==> src/rtl/bgr_pkg.sv <==
package bgr_pkg;
  typedef enum logic [1:0] {
    ST_OWN     = 2'd0,
    ST_LENT    = 2'd1,
    ST_RECLAIM = 2'd2
  } bgr_state_e;
endpackage

==> src/rtl/bgr_sync.sv <==
module bgr_sync #(
  parameter int unsigned STAGES  = 2,
  parameter logic        RST_VAL = 1'b1
) (
  input  logic clk_i,
  input  logic rst_ni,
  input  logic d_i,
  output logic q_o
);
  generate
    if (STAGES == 0) begin : g_bypass
      assign q_o = d_i;
    end else begin : g_chain
      logic [STAGES-1:0] ff_q;
      for (genvar i = 0; i < STAGES; i++) begin : g_stage
        always_ff @(posedge clk_i or negedge rst_ni) begin
          if (!rst_ni) ff_q[i] <= RST_VAL;
          else if (i == 0) ff_q[i] <= d_i;
          else ff_q[i] <= ff_q[(i == 0) ? 0 : i-1];
        end
      end
      assign q_o = ff_q[STAGES-1];
    end
  endgenerate
endmodule

==> src/rtl/bgr_fsm.sv <==
module bgr_fsm
  import bgr_pkg::*;
(
  input  logic clk_i,
  input  logic rst_ni,
  input  logic enable_i,
  input  logic req_i,
  input  logic busy_i,
  input  logic acc_busy_i,
  input  logic rmw_lock_i,
  output logic lent_o,
  output logic own_o
);
  bgr_state_e state_q, state_d;

  always_comb begin
    state_d = state_q;
    if (!enable_i) begin
      state_d = ST_OWN;
    end else begin
      unique case (state_q)
        // grant only between accesses and outside indivisible sequences
        ST_OWN:     if (req_i && !acc_busy_i && !rmw_lock_i) state_d = ST_LENT;
        ST_LENT:    if (!req_i) state_d = ST_RECLAIM;
        ST_RECLAIM: if (!busy_i) state_d = ST_OWN;
        default:    state_d = ST_OWN;
      endcase
    end
  end

  always_ff @(posedge clk_i or negedge rst_ni) begin
    if (!rst_ni) state_q <= ST_OWN;
    else state_q <= state_d;
  end

  assign lent_o = (state_q == ST_LENT);
  assign own_o  = (state_q == ST_OWN);
endmodule

==> src/rtl/bus_grant_responder.sv <==
module bus_grant_responder #(
  parameter int unsigned SYNC_STAGES = 2
) (
  input  logic clk_i,
  input  logic rst_ni,
  input  logic slave_mode_i,
  input  logic ext_req_ni,
  input  logic bus_busy_ni,
  input  logic acc_busy_i,
  input  logic rmw_lock_i,
  output logic grant_no,
  output logic grant_oe_o,
  output logic pin_oe_o,
  output logic stall_o
);
  logic req_n_s, busy_n_s, lent, own;

  bgr_sync #(.STAGES(SYNC_STAGES), .RST_VAL(1'b1)) u_req_sync (
    .clk_i(clk_i), .rst_ni(rst_ni), .d_i(ext_req_ni), .q_o(req_n_s)
  );

  bgr_sync #(.STAGES(SYNC_STAGES), .RST_VAL(1'b1)) u_busy_sync (
    .clk_i(clk_i), .rst_ni(rst_ni), .d_i(bus_busy_ni), .q_o(busy_n_s)
  );

  bgr_fsm u_fsm (
    .clk_i      (clk_i),
    .rst_ni     (rst_ni),
    .enable_i   (slave_mode_i),
    .req_i      (~req_n_s),
    .busy_i     (~busy_n_s),
    .acc_busy_i (acc_busy_i),
    .rmw_lock_i (rmw_lock_i),
    .lent_o     (lent),
    .own_o      (own)
  );

  assign grant_no   = ~lent;
  assign grant_oe_o = slave_mode_i;
  assign pin_oe_o   = own;
  assign stall_o    = ~own;
endmodule

==> config.mk <==
export PLATFORM = sky130hd
export DESIGN_NAME = bus_grant_responder
export DESIGN_NICKNAME = d
export VERILOG_FILES = /design/src/rtl/bgr_pkg.sv /design/src/rtl/bgr_sync.sv /design/src/rtl/bgr_fsm.sv /design/src/rtl/bus_grant_responder.sv
export SDC_FILE = /design/constraint.sdc
export NUM_CORES = 1
export LEC_CHECK = 0
export ABC_AREA = 1
export BUFFER_PORTS_ARGS = -buffer_cell sky130_fd_sc_hd__buf_2
export CAP_MARGIN = 10
export CORE_AREA = 3 3 40 42
export CTS_BUF_LIST = sky130_fd_sc_hd__clkbuf_16
export DETAILED_ROUTE_END_ITERATION = 8
export DIE_AREA = 0 0 43 45
export GPL_TIMING_DRIVEN = 0
export SLEW_MARGIN = 20
export SYNTH_ARGS = -nofsm -noshare
export SYNTH_HDL_FRONTEND = slang
export SYNTH_SLANG_ARGS = --single-unit
==> constraint.sdc <==
create_clock -name clk_i -period 1.4 [get_ports clk_i]
set_input_delay 0.14 -clock clk_i [delete_from_list [all_inputs] [get_ports clk_i]]
set_output_delay 0.14 -clock clk_i [all_outputs]
set_load 0.05 [all_outputs]
==> results by stage, run 1 <==
Cells and area:
- The diode insertion count for antenna repair is 0.
- The net count of the finished layout is 50.
- Of the cells placed in the final design, the portion with a size suffix greater than 1 is 0.488.
- The top cell types in the final layout, fill and taps aside, are 10 x sky130_fd_sc_hd__buf_2, 5 x sky130_fd_sc_hd__inv_1, 5 x sky130_fd_sc_hd__nand2_1.
- The most common library cell in the layout ignoring fill and taps is sky130_fd_sc_hd__buf_2.
- At the end of the flow the core is filled with cells to 0.318.
- The number of fillers in the final layout is 137.
- The area growth from synthesis to layout is 63.5%.

Timing:
- Clock skew on the completed layout was measured at 0.000288 ns.
- Setup violations remaining at the end of the flow were counted as 0.
- The final critical path time including I/O delays and setup is 1.20 ns.
- Setup repair after global routing left no endpoint under its margin.
- The final hold violation count is 0.
- Hold timing on the final database bottoms out at a slack of 0.0175 ns.
- The worst max-slew margin expressed relative to the limit is 0.835.
- The number of max-slew violations in the final report is 0.
- The highest clock rate is 0.834 GHz.
- Of the available clock period, the critical path in the final layout requires 0.857.
- For the pin with the worst max-slew slack, the measured transition is 0.249 ns.
- The setup TNS is 0 ns.

Clock network:
- Clock tree synthesis selected as its root buffer the cell sky130_fd_sc_hd__clkbuf_16.
- The clock tree from TritonCTS is yes.
- In this run the deepest clock path goes through 2 buffers.
- The depth of the CTS H-tree is 1.
- Clock-pin slew was measured on the worst setup and hold paths at 0.03 ns.
- The tree built by TritonCTS fans out to 6 sinks.
- Clock tree synthesis inserted a total of 3 buffers.
- The clock insertion delay at the later pin of the skew report is 0.22 ns.

Floorplanning:
- The floorplan has 13 rows.
- The die covers 0.00194 sq mm.
- The die is 43 um wide.
- The starting density of the core is 0.195.
- In this run the vertical extent of the chip is 45 um.
- The total I/O pin count is 11.
- The area of the core is 0.00128 sq mm.

Synthesis:
- For this run, the number of Yosys warnings is 0.
- The number of different library cells used by synthesis comes to 10.
- Of all cell types, the one taking the most synthesized area is sky130_fd_sc_hd__dfstp_2.
- The cell area that synthesis handed to floorplanning was 250 sq um.
- The average footprint of a synthesized cell is 9.27 sq um.
- Counting every instance in the synthesized netlist gives 27.
- Of the post-synthesis cell area, the dominant cell type holds 0.420.
- The synthesized design contains 6 register bits.
- Synthesis produced a netlist with a net count of 34.
- In the post-synthesis netlist, the biggest area contributors are sky130_fd_sc_hd__dfstp_2 42%, sky130_fd_sc_hd__dfrtp_1 20%, sky130_fd_sc_hd__inv_1 7.5%.
- For this run, the register share of the synthesized area comes to 0.620.

Detailed routing:
- For this run, the detailed router's first-pass iteration total came to 1.
- After detailed routing, the total wire length is 424 um.
- In the routed layout, each cell is associated on average with a via count of 3.57.
- The routed wirelength normalized by instance count is 7.57 um.
- Once detail routing completed, the nets flagged for antenna violations numbered 0.
- In the routed design, unresolved DRC markers number 0.
- The detailed router finished its first iteration with 0 violations.
- The final route contains 200 vias.

Global routing:
- The total congestion overflow after global routing is 0.
- The wire length of the first global-routing pass is 600 um.
- The global routing usage summed across all routing layers is 0.0461.
- The largest net degree at the start of global routing is 7.
- The via count of the first global-routing pass is 178.
- The number of antenna violations at the first check in global routing came to 0.

Worst setup path:
- The origin of the critical flop-to-flop path is u_fsm.state_q[1].
- The required arrival time at the worst endpoint is 1.26 ns.
- Data arrives at the worst endpoint at 1.06 ns.
- The critical path starts at u_fsm.state_q[0].
- The worst setup path is launched from a flip-flop.
- The kind of end point of the critical path is a primary output.
- The maximum fanout count along the critical path is 4.
- The worst setup path is of the reg2out kind.

Pwr:
- In this run the power density over the cells is 1700 mW/mm^2.
- The largest vdd supply drop is 802 uV.
- In this run the static leakage power is 0.218 nW.

Job:
- The tool flagged a number of max-cap violations equal to 0.

Hold path:
- The worst hold path startpoint is bus_busy_ni.
- The min-delay analysis places its worst path in the category in2reg.

Status:
- The flow ran to the end, and the final reports show no timing, DRC or antenna violations.

Placed design:
- The count of input and output buffers is 10.
- The last weighted congestion value of the routability-driven placer is 0.691.
-- stage by stage --
stage                     instance area (sq um)  total power, mW  setup slack [ns]  std cells
final                                       409            0.695             0.201         56
after global routing                        409            0.722             0.157         56
after CTS                                   409            0.705             0.190         56
after detailed placement                    324            0.246             0.430         52
after global placement                      324            0.245             0.439         52
after floorplan                             255            0.226             0.218         27
-- cells in the mapped netlist --
cell type,number
sky130_fd_sc_hd__inv_1,5
sky130_fd_sc_hd__nand2_1,5
sky130_fd_sc_hd__dfstp_2,4
sky130_fd_sc_hd__nor2_1,4
sky130_fd_sc_hd__nand4_1,3
sky130_fd_sc_hd__dfrtp_1,2
sky130_fd_sc_hd__buf_4,1
sky130_fd_sc_hd__clkinv_1,1
sky130_fd_sc_hd__nand2_2,1
sky130_fd_sc_hd__nor2_2,1
-- timing repair --
action / CTS / global route
endpoints found under the hold margin: 6 / 0
gates resized for setup: 0 / 0
buffers inserted: 0 / 0
hold buffers: 1 / 0
-- final cells by class --
cell class	count	area, sq um	share of cell area
Buffer	1	7.51	0.0183
Timing Repair Buffer	11	60.1	0.147
Clock buffer	3	75.1	0.183
Tap cell	15	18.8	0.0459
Sequential cell	6	155	0.379
Multi-Input combinational cell	14	70.1	0.171
Inverter	6	22.5	0.0550
-- where the power goes --
group | internal (mW) | switching (mW)
Sequential | 0.186 | 0.00411
Combinational | 0.0185 | 0.0361
Clock | 0.365 | 0.0845
Total | 0.570 | 0.125
-- cells by family after synthesis --
logic type / Yosys count / share of synthesized area
buffers and inverters: 7 / 0.120
flip-flops: 6 / 0.620
AND/OR/NAND/NOR: 14 / 0.260
-- per-layer routing --
metal,up-vias,GRT usage,wire [um]
met5,-,0,0
met4,0,0.0542,0
met3,0,0.0279,40
met2,8,0.0689,187
met1,84,0.0394,196
li1,108,-,-
-- registers in the layout, indices dropped and copies added (netlist names) --
signal                    count
u_fsm.state_q                 2
u_busy_sync.g_chain.ff_q      1
u_busy_sync.q_o               1
u_req_sync.g_chain.ff_q       1
u_req_sync.q_o                1
-- worst max-delay path, stage by stage, from the launching register on --
cell and delay (ns):
sky130_fd_sc_hd__dfrtp_1 0.42, sky130_fd_sc_hd__nor2_4 0.14, sky130_fd_sc_hd__buf_2 0.27
-- final timing paths --
path	slack (ns)	cells after the start	to
max in group asynchronous	0.92	2	u_busy_sync.q_o
max	0.20	2	pin_oe_o
min reg2reg	0.35	0	u_req_sync.q_o
min	0.02	1	u_busy_sync.g_chain.ff_q[0]
max reg2reg	0.50	5	u_fsm.state_q[0]
min in group asynchronous	0.27	2	u_fsm.state_q[0]
No activity file was read; power rests on OpenSTA's default activity.
==> inputs of run 2 (changes only) <==
--- a/config.mk
+++ b/config.mk
@@ -9,7 +9,6 @@
 export BUFFER_PORTS_ARGS = -buffer_cell sky130_fd_sc_hd__buf_2
 export CAP_MARGIN = 10
 export CORE_AREA = 3 3 40 42
-export CTS_BUF_LIST = sky130_fd_sc_hd__clkbuf_16
 export DETAILED_ROUTE_END_ITERATION = 8
 export DIE_AREA = 0 0 43 45
 export GPL_TIMING_DRIVEN = 0
==> constraint.sdc (replaced) <==
create_clock -name clk_i -period 1.18 [get_ports clk_i]
set_input_delay 0.118 -clock clk_i [delete_from_list [all_inputs] [get_ports clk_i]]
set_output_delay 0.118 -clock clk_i [all_outputs]
set_load 0.05 [all_outputs]
==> run 2 against run 1 <==
Effect of this change:
- core utilization decreased by 1.3 points
- non-clock buffer count rose by 3
- critical endpoint is now grant_no
- clock skew increased by 0.00088 ns
- largest power group is now registers
- clock power decreased by 60%
- critical path depth grew 1
- global-route usage shrank 0.17 points
- cell area decreased by 4.0%
==> results by stage, run 2 (synthesized netlist as in run 1, its figures left out) <==
Worst setup path:
- The depth of the critical timing path with buffers and inverters included was 3 (+1).
- The kind of launch point of the worst setup path is a flip-flop.
- The origin of the critical flop-to-flop path is u_fsm.state_q[0].
- The critical path in this run is classified as reg2out.
- The required arrival time at the worst endpoint is 1.06 ns (-0.20 ns).
- The top cell family by delay on the critical path is flip-flops.
- The reg-to-reg critical path endpoint is u_fsm.state_q[1].
- STA classifies the critical path endpoint as a primary output.
- The arrival time at the worst endpoint is 1.00 ns (-0.06 ns).
- The number of buffers and inverters on the critical path is 2 (+1).
- The reg-to-reg setup timing slack is 0.24 ns (-0.26 ns).
- The maximum fanout count along the critical path came to 3 (-1).
- The depth of the most critical reg-to-reg path was 5 (unchanged).
- The maximum single-stage delay on the critical path is 0.40 ns (-0.02 ns).
- Among all stages on the critical path, the largest delay is contributed by sky130_fd_sc_hd__dfrtp_1.
- Walking the worst path, the cells encountered are inv_1, nand2_1, buf_4.

Floorplanning:
- The chip width was 43 um (unchanged).
- The height of the chip is 45 um (unchanged).
- The total I/O pin count was 11 (unchanged).
- The area of the core came to 0.00128 sq mm (unchanged).
- The starting density of the core is 0.195 (unchanged).
- The die outline area was 0.00194 sq mm (unchanged).
- The number of rows in the core area is 13 (unchanged).

Placed design:
- The last weighted congestion value of the routability-driven placer was 0.691 (unchanged).
- The number of placed instances with taps included is 52 (unchanged).
- The standard cell area after detailed placement is 324 sq um (unchanged).
- The count of input and output buffers is 10 (unchanged).

Detailed routing:
- The mean number of vias per cell is 3.54 (-0.81%).
- The total vias in the final route is 209 (+4.5%).
- The number of DRC markers in iteration 0 is 0 (unchanged).
- The detailed-routing iteration count for the pre-antenna-repair pass is 1 (unchanged).
- The routed wire length was 442 um (+4.2%).
- The DRC violation count after routing is 0 (unchanged).
- The routed wirelength normalized by instance count is 7.49 um (-1.1%).
- The remaining antenna violation count after routing is 0 (unchanged).

Status:
- The flow ran to the end, and the final reports show no timing, DRC or antenna violations.

Clock network:
- The clock root buffer is sky130_fd_sc_hd__clkbuf_4.
- The TritonCTS buffer count is 3 (unchanged).
- The clock-pin slew on the worst setup and hold paths is 0.04 ns (about the same).
- The depth of the CTS H-tree is 1 (unchanged).
- The clock tree from TritonCTS is yes.
- The maximum buffer depth of the clock tree was 2 (unchanged).
- The clock insertion delay at the later pin of the skew report is 0.23 ns (about the same).
- The number of sinks on the clock net came to 6 (unchanged).

Timing:
- The slew at the pin closest to its max-slew limit is 0.247 ns (-0.00244 ns).
- The total of endpoints with negative setup slack in the final report was 0 (unchanged).
- The final hold violation count is 0 (unchanged).
- The setup TNS is 0 ns (unchanged).
- The worst max-slew margin expressed relative to the limit came to 0.837 (+0.00162).
- The post-route fraction of the period consumed by the critical path is 0.947.
- The number of max-slew violations in the final report was 0 (unchanged).
- Setup repair after global routing left no endpoint under its margin.
- The highest clock rate is 0.895 GHz.
- The worst path needs 1.12 ns of the cycle, external delays included.
- The worst clock skew on the final layout is 0.00117 ns (+0.000881 ns).
- The tightest hold margin is 0.151 ns (+0.134 ns).

Pwr:
- The static leakage is 0.209 nW (-3.9%).
- The ratio of total power to cell area is 1220 mW/mm^2 (-28%).
- The total power is 0.479 mW (-31%).
- The largest vdd supply drop is 473 uV (-41%).

Hold path:
- The worst hold path terminates at u_fsm.state_q[0].
- The startpoint identified for the worst hold timing path is rmw_lock_i.
- The number of cells on the worst hold path is 4 (+3).
- The type of the tightest min-delay check is in2reg.

Global routing:
- The global routing usage summed across all routing layers is 0.0445 (-0.00168).
- The via count of the first global-routing pass was 176 (-1.1%).
- The number of antenna violations at the first check in global routing is 0 (unchanged).
- The wire length of the first global-routing pass was 600 um (unchanged).
- The largest net degree at the start of global routing is 7 (unchanged).
- The total congestion overflow after global routing is 0 (unchanged).

Cells and area:
- The share of layout cells above drive strength 1 is 0.500 (+0.0122).
- In the layout the commonest cells are 7 x sky130_fd_sc_hd__buf_2, 5 x sky130_fd_sc_hd__inv_1, 5 x sky130_fd_sc_hd__nand2_1, 5 x sky130_fd_sc_hd__buf_4.
- The final net count came to 53 (+6.0%).
- The register with the most flip-flops is u_fsm.state_q.
- The area growth from synthesis to layout is 57.0%.
- The number of flip-flops under the largest register name was 2 (unchanged).
- The diode insertion count for antenna repair is 0 (unchanged).
- The non-filler instance count after layout came to 59 (+5.4%).
- The post-route cell area was 393 sq um (-4.0%).
- The most common library cell in the layout ignoring fill and taps is sky130_fd_sc_hd__buf_2.

Job:
- The max-cap violation count is 0 (unchanged).
[run 2: cell types whose count changed in the layout (fill, tap and decap cells not counted)]
cell,before,now
sky130_fd_sc_hd__buf_4,1,5
sky130_fd_sc_hd__buf_2,10,7
sky130_fd_sc_hd__clkbuf_16,3,0
sky130_fd_sc_hd__clkbuf_4,0,3
sky130_fd_sc_hd__dlygate4sd3_1,1,3
sky130_fd_sc_hd__dfrtp_1,2,1
sky130_fd_sc_hd__dfrtp_2,0,1
[run 2: how the worst max path moves through the flow]
| stage | startpoint | to |
|---|---|---|
| after floorplan | u_fsm.state_q[1] | u_fsm.state_q[1] |
| after global placement | u_fsm.state_q[0] | pin_oe_o |
| after detailed placement | u_fsm.state_q[0] | pin_oe_o |
| after CTS | u_fsm.state_q[1] | grant_no |
| after global routing | u_fsm.state_q[0] | stall_o |
| final | u_fsm.state_q[1] | grant_no |
[run 2: power by group]
part           switching, mW  internal (mW)
sequential           0.00498          0.221
clock                 0.0638          0.114
combinational         0.0444         0.0308
total                  0.113          0.366
[run 2: cell type report]
| class | count | area [sq um] |
|---|---|---|
| Timing Repair Buffer | 14 | 95.1 |
| Tap cell | 15 | 18.8 |
| Sequential cell | 6 | 156 |
| Inverter | 6 | 22.5 |
| Multi-Input combinational cell | 14 | 70.1 |
| Clock buffer | 3 | 22.5 |
| Fill cell | 139 | 892 |
| Buffer | 1 | 7.51 |
[run 2: what timing repair did]
item,in CTS,in global routing
endpoints found under the setup margin,2,3
hold buffers,3,0
pin swaps,0,1
buffers inserted,0,1
gates resized for setup,2,3
hold endpoints to repair,8,0
[run 2: metrics by stage]
stage | util | worst slack (ns)
after floorplan | - | 0.0191
after global placement | 0.252 | 0.241
after detailed placement | 0.252 | 0.232
after CTS | 0.297 | 0.00278
after global routing | 0.306 | 0.000777
final | 0.306 | 0.0631
[run 2: metal layers]
layer | vias to the layer above | global-route usage | wire [um]
met1 | 87 | 0.0394 | 195
li1 | 114 | - | -
met4 | 0 | 0.0542 | 0
met5 | - | 0 | 0
met2 | 8 | 0.0719 | 205
met3 | 0 | 0.0159 | 41
[run 2: tightest hold or removal path, cell delays in order]
cell and delay [ns]:
sky130_fd_sc_hd__buf_2 0.07, sky130_fd_sc_hd__nor2_1 0.03, sky130_fd_sc_hd__nand4_1 0.07, sky130_fd_sc_hd__nand2_1 0.05
==> inputs of run 3 (changes only) <==
==> constraint.sdc (replaced) <==
create_clock -name clk_i -period 0.93 [get_ports clk_i]
set_input_delay 0.093 -clock clk_i [delete_from_list [all_inputs] [get_ports clk_i]]
set_output_delay 0.093 -clock clk_i [all_outputs]
set_load 0.05 [all_outputs]
==> run 3 against run 2 <==
Effect of this change:
- the flow now finishes with violations (setup timing)
- critical endpoint is now stall_o
- largest cell class unchanged
- combinational power grew 37%
- largest power group unchanged
- count of clock-buffer cells in the layout is the same
- worst setup slack lost 0.21 ns
==> results by stage, run 3 (synthesized netlist as in run 1, its figures left out) <==
Global routing:
- After global routing, the most crowded layer is met2.
- The number of antenna violations at the first check in global routing is 0 (unchanged).
- The total congestion overflow after global routing is 0 (unchanged).
- The met3 global-route usage is 0.0120 (-0.00398).
- The largest net degree at the start of global routing is 7 (unchanged).
- The wire length of the first global-routing pass was 738 um (+23%).
- The met1 track demand over resource in global routing came to 0.0593 (+0.0199).
- The met2 track demand over resource in global routing came to 0.0778 (+0.00599).
- The global routing usage summed across all routing layers is 0.0546 (+0.0101).
- The via count of the first global-routing pass was 211 (+20%).

Detailed routing:
- The DRC violation count after routing came to 0 (unchanged).
- The routed wirelength normalized by instance count is 7.42 um (-1.0%).
- The remaining antenna violation count after routing is 0 (unchanged).
- The total vias in the final route came to 234 (+12%).
- The detailed-routing iteration count for the pre-antenna-repair pass was 4 (+3).
- The routed wire length is 445 um (+0.68%).
- The mean number of vias per cell is 3.90 (+10%).
- The number of DRC markers in iteration 0 was 4 (+4).

Timing:
- The worst max-slew margin expressed relative to the limit is 0.837 (about the same).
- In the finished design, the share of the clock period the worst path needs comes to 1.15.
- Setup repair after global routing could not meet its margin everywhere.
- The total of endpoints with negative setup slack in the final report is 5 (+5).
- The final critical path time including I/O delays and setup is 1.07 ns.
- The slew at the pin closest to its max-slew limit came to 0.247 ns (+0.000252 ns).
- The final setup slack of the worst path is -0.143 ns (-0.206 ns).
- The highest clock rate is 0.932 GHz.
- The setup TNS was -0.462 ns (-0.462 ns).
- The final hold violation count was 0 (unchanged).
- The number of max-slew violations in the final report is 0 (unchanged).
- The worst clock skew on the final layout is 0.000999 ns (-0.000169 ns).

Pwr:
- The total power is 0.615 mW (+28%).
- The largest vdd supply drop is 538 uV (+14%).
- The static leakage is 0.216 nW (+3.2%).
- The ratio of total power to cell area is 1480 mW/mm^2 (+22%).

Cells and area:
- The final net count is 54 (+1.9%).
- The area growth from synthesis to layout is 65.5%.
- The number of flip-flops under the largest register name came to 2 (unchanged).
- Leaving out fill and tap cells, the most frequent cells in the layout are 7 x sky130_fd_sc_hd__buf_2, 4 x sky130_fd_sc_hd__nor2_1, 4 x sky130_fd_sc_hd__nand2_1, 4 x sky130_fd_sc_hd__dfstp_2.
- The share of layout cells above drive strength 1 is 0.578 (+0.0778).
- The most common library cell in the layout ignoring fill and taps is sky130_fd_sc_hd__buf_2.
- The register with the most flip-flops is u_fsm.state_q.
- The non-filler instance count after layout is 60 (+1.7%).
- The post-route cell area was 414 sq um (+5.4%).
- The diode insertion count for antenna repair is 0 (unchanged).

Placed design:
- The number of placed instances with taps included is 52 (unchanged).
- The standard cell area after detailed placement came to 327 sq um (+0.77%).
- The detailed-placement wirelength estimate is 335 um.
- The worst slack at placement was -0.0104 ns (-0.242 ns).
- The last weighted congestion value of the routability-driven placer is 0.697 (+0.94%).
- The count of input and output buffers is 10 (unchanged).

Worst setup path:
- The critical setup path kind is reg2out.
- The slowest stage of the critical path belongs to the cell sky130_fd_sc_hd__dfrtp_2.
- The required arrival time at the worst endpoint came to 0.84 ns (-0.22 ns).
- The kind of launch point of the worst setup path is a flip-flop.
- The arrival time at the worst endpoint is 0.98 ns (-0.02 ns).
- The reg-to-reg setup timing slack is -0.04 ns (-0.28 ns).
- The maximum fanout count along the critical path is 4 (+1).
- The signal on the critical path passes through nor2_4, inv_2, buf_6.
- The kind of end point of the critical path is a primary output.
- The maximum single-stage delay on the critical path came to 0.44 ns (+0.04 ns).

Floorplanning:
- The chip width is 43 um (unchanged).
- The height of the chip is 45 um (unchanged).
- The starting density of the core is 0.195 (unchanged).
- The number of rows in the core area came to 13 (unchanged).
- The area of the core was 0.00128 sq mm (unchanged).
- The die outline area is 0.00194 sq mm (unchanged).
- The total I/O pin count came to 11 (unchanged).

Status:
- The run finished, with violations left.
- The final reports fail on setup timing.

Clock network:
- The clock root buffer is sky130_fd_sc_hd__clkbuf_4.
- The TritonCTS buffer count is 3 (unchanged).
- The maximum buffer depth of the clock tree came to 2 (unchanged).
- The number of sinks on the clock net is 6 (unchanged).
- The depth of the CTS H-tree is 1 (unchanged).
- The clock insertion delay at the later pin of the skew report is 0.23 ns (about the same).
- The clock-pin slew on the worst setup and hold paths was 0.04 ns (about the same).
- The clock tree from TritonCTS is yes.

Job:
- The max-cap violation count is 0 (unchanged).

Hold path:
- The worst hold path belongs to the class in2reg.
-- run 3: what timing repair did --
item                                    in CTS  in global routing
pin swaps                                    1                  0
buffers inserted                             2                  0
hold buffers                                 3                  0
endpoints found under the setup margin       4                  5
hold endpoints to repair                     8                  0
gates resized for setup                      9                  0
-- run 3: cell type report --
cell class | count | area, sq um
Timing Repair Buffer | 15 | 114
Clock buffer | 3 | 22.5
Fill cell | 140 | 871
Buffer | 1 | 7.51
Sequential cell | 6 | 156
Multi-Input combinational cell | 14 | 72.6
Inverter | 6 | 22.5
Tap cell | 15 | 18.8
-- run 3: metal layers --
layer  vias up  share of wire
met1       107           0.40
met5         -              0
met3         0          0.090
met2        10           0.50
met4         0              0
li1        117              -
-- run 3: where the power goes --
group	switching, mW	internal (mW)
logic	0.0584	0.0441
registers	0.00626	0.280
clock network	0.0803	0.145
-- run 3: path summary, 6_finish.rpt --
| kind | from | cells past startpoint | end |
|---|---|---|---|
| max in group asynchronous | rst_ni | 2 | u_busy_sync.q_o |
| hold reg to reg | u_req_sync.g_chain.ff_q[0] | 0 | u_req_sync.q_o |
| hold / removal | rmw_lock_i | 4 | u_fsm.state_q[0] |
| setup reg to reg | u_fsm.state_q[0] | 6 | u_fsm.state_q[0] |
| min in group asynchronous | rst_ni | 2 | u_fsm.state_q[0] |
| setup / recovery | u_fsm.state_q[0] | 3 | stall_o |
-- run 3: worst max-delay path, delay by kind of cell, from the launching register on --
kind          cells  cell delay, ns
buf+inv           2            0.18
simple gates      1            0.12
flops             1            0.44
-- run 3: metrics by stage --
stage / hold slack (ns) / util
3_3_place_gp: -0.0836 / 0.254
2_1_floorplan: -0.203 / -
4_1_cts: 0.123 / 0.322
5_1_grt: 0.151 / 0.322
6_report: 0.129 / 0.322
3_5_place_dp: -0.0793 / 0.254
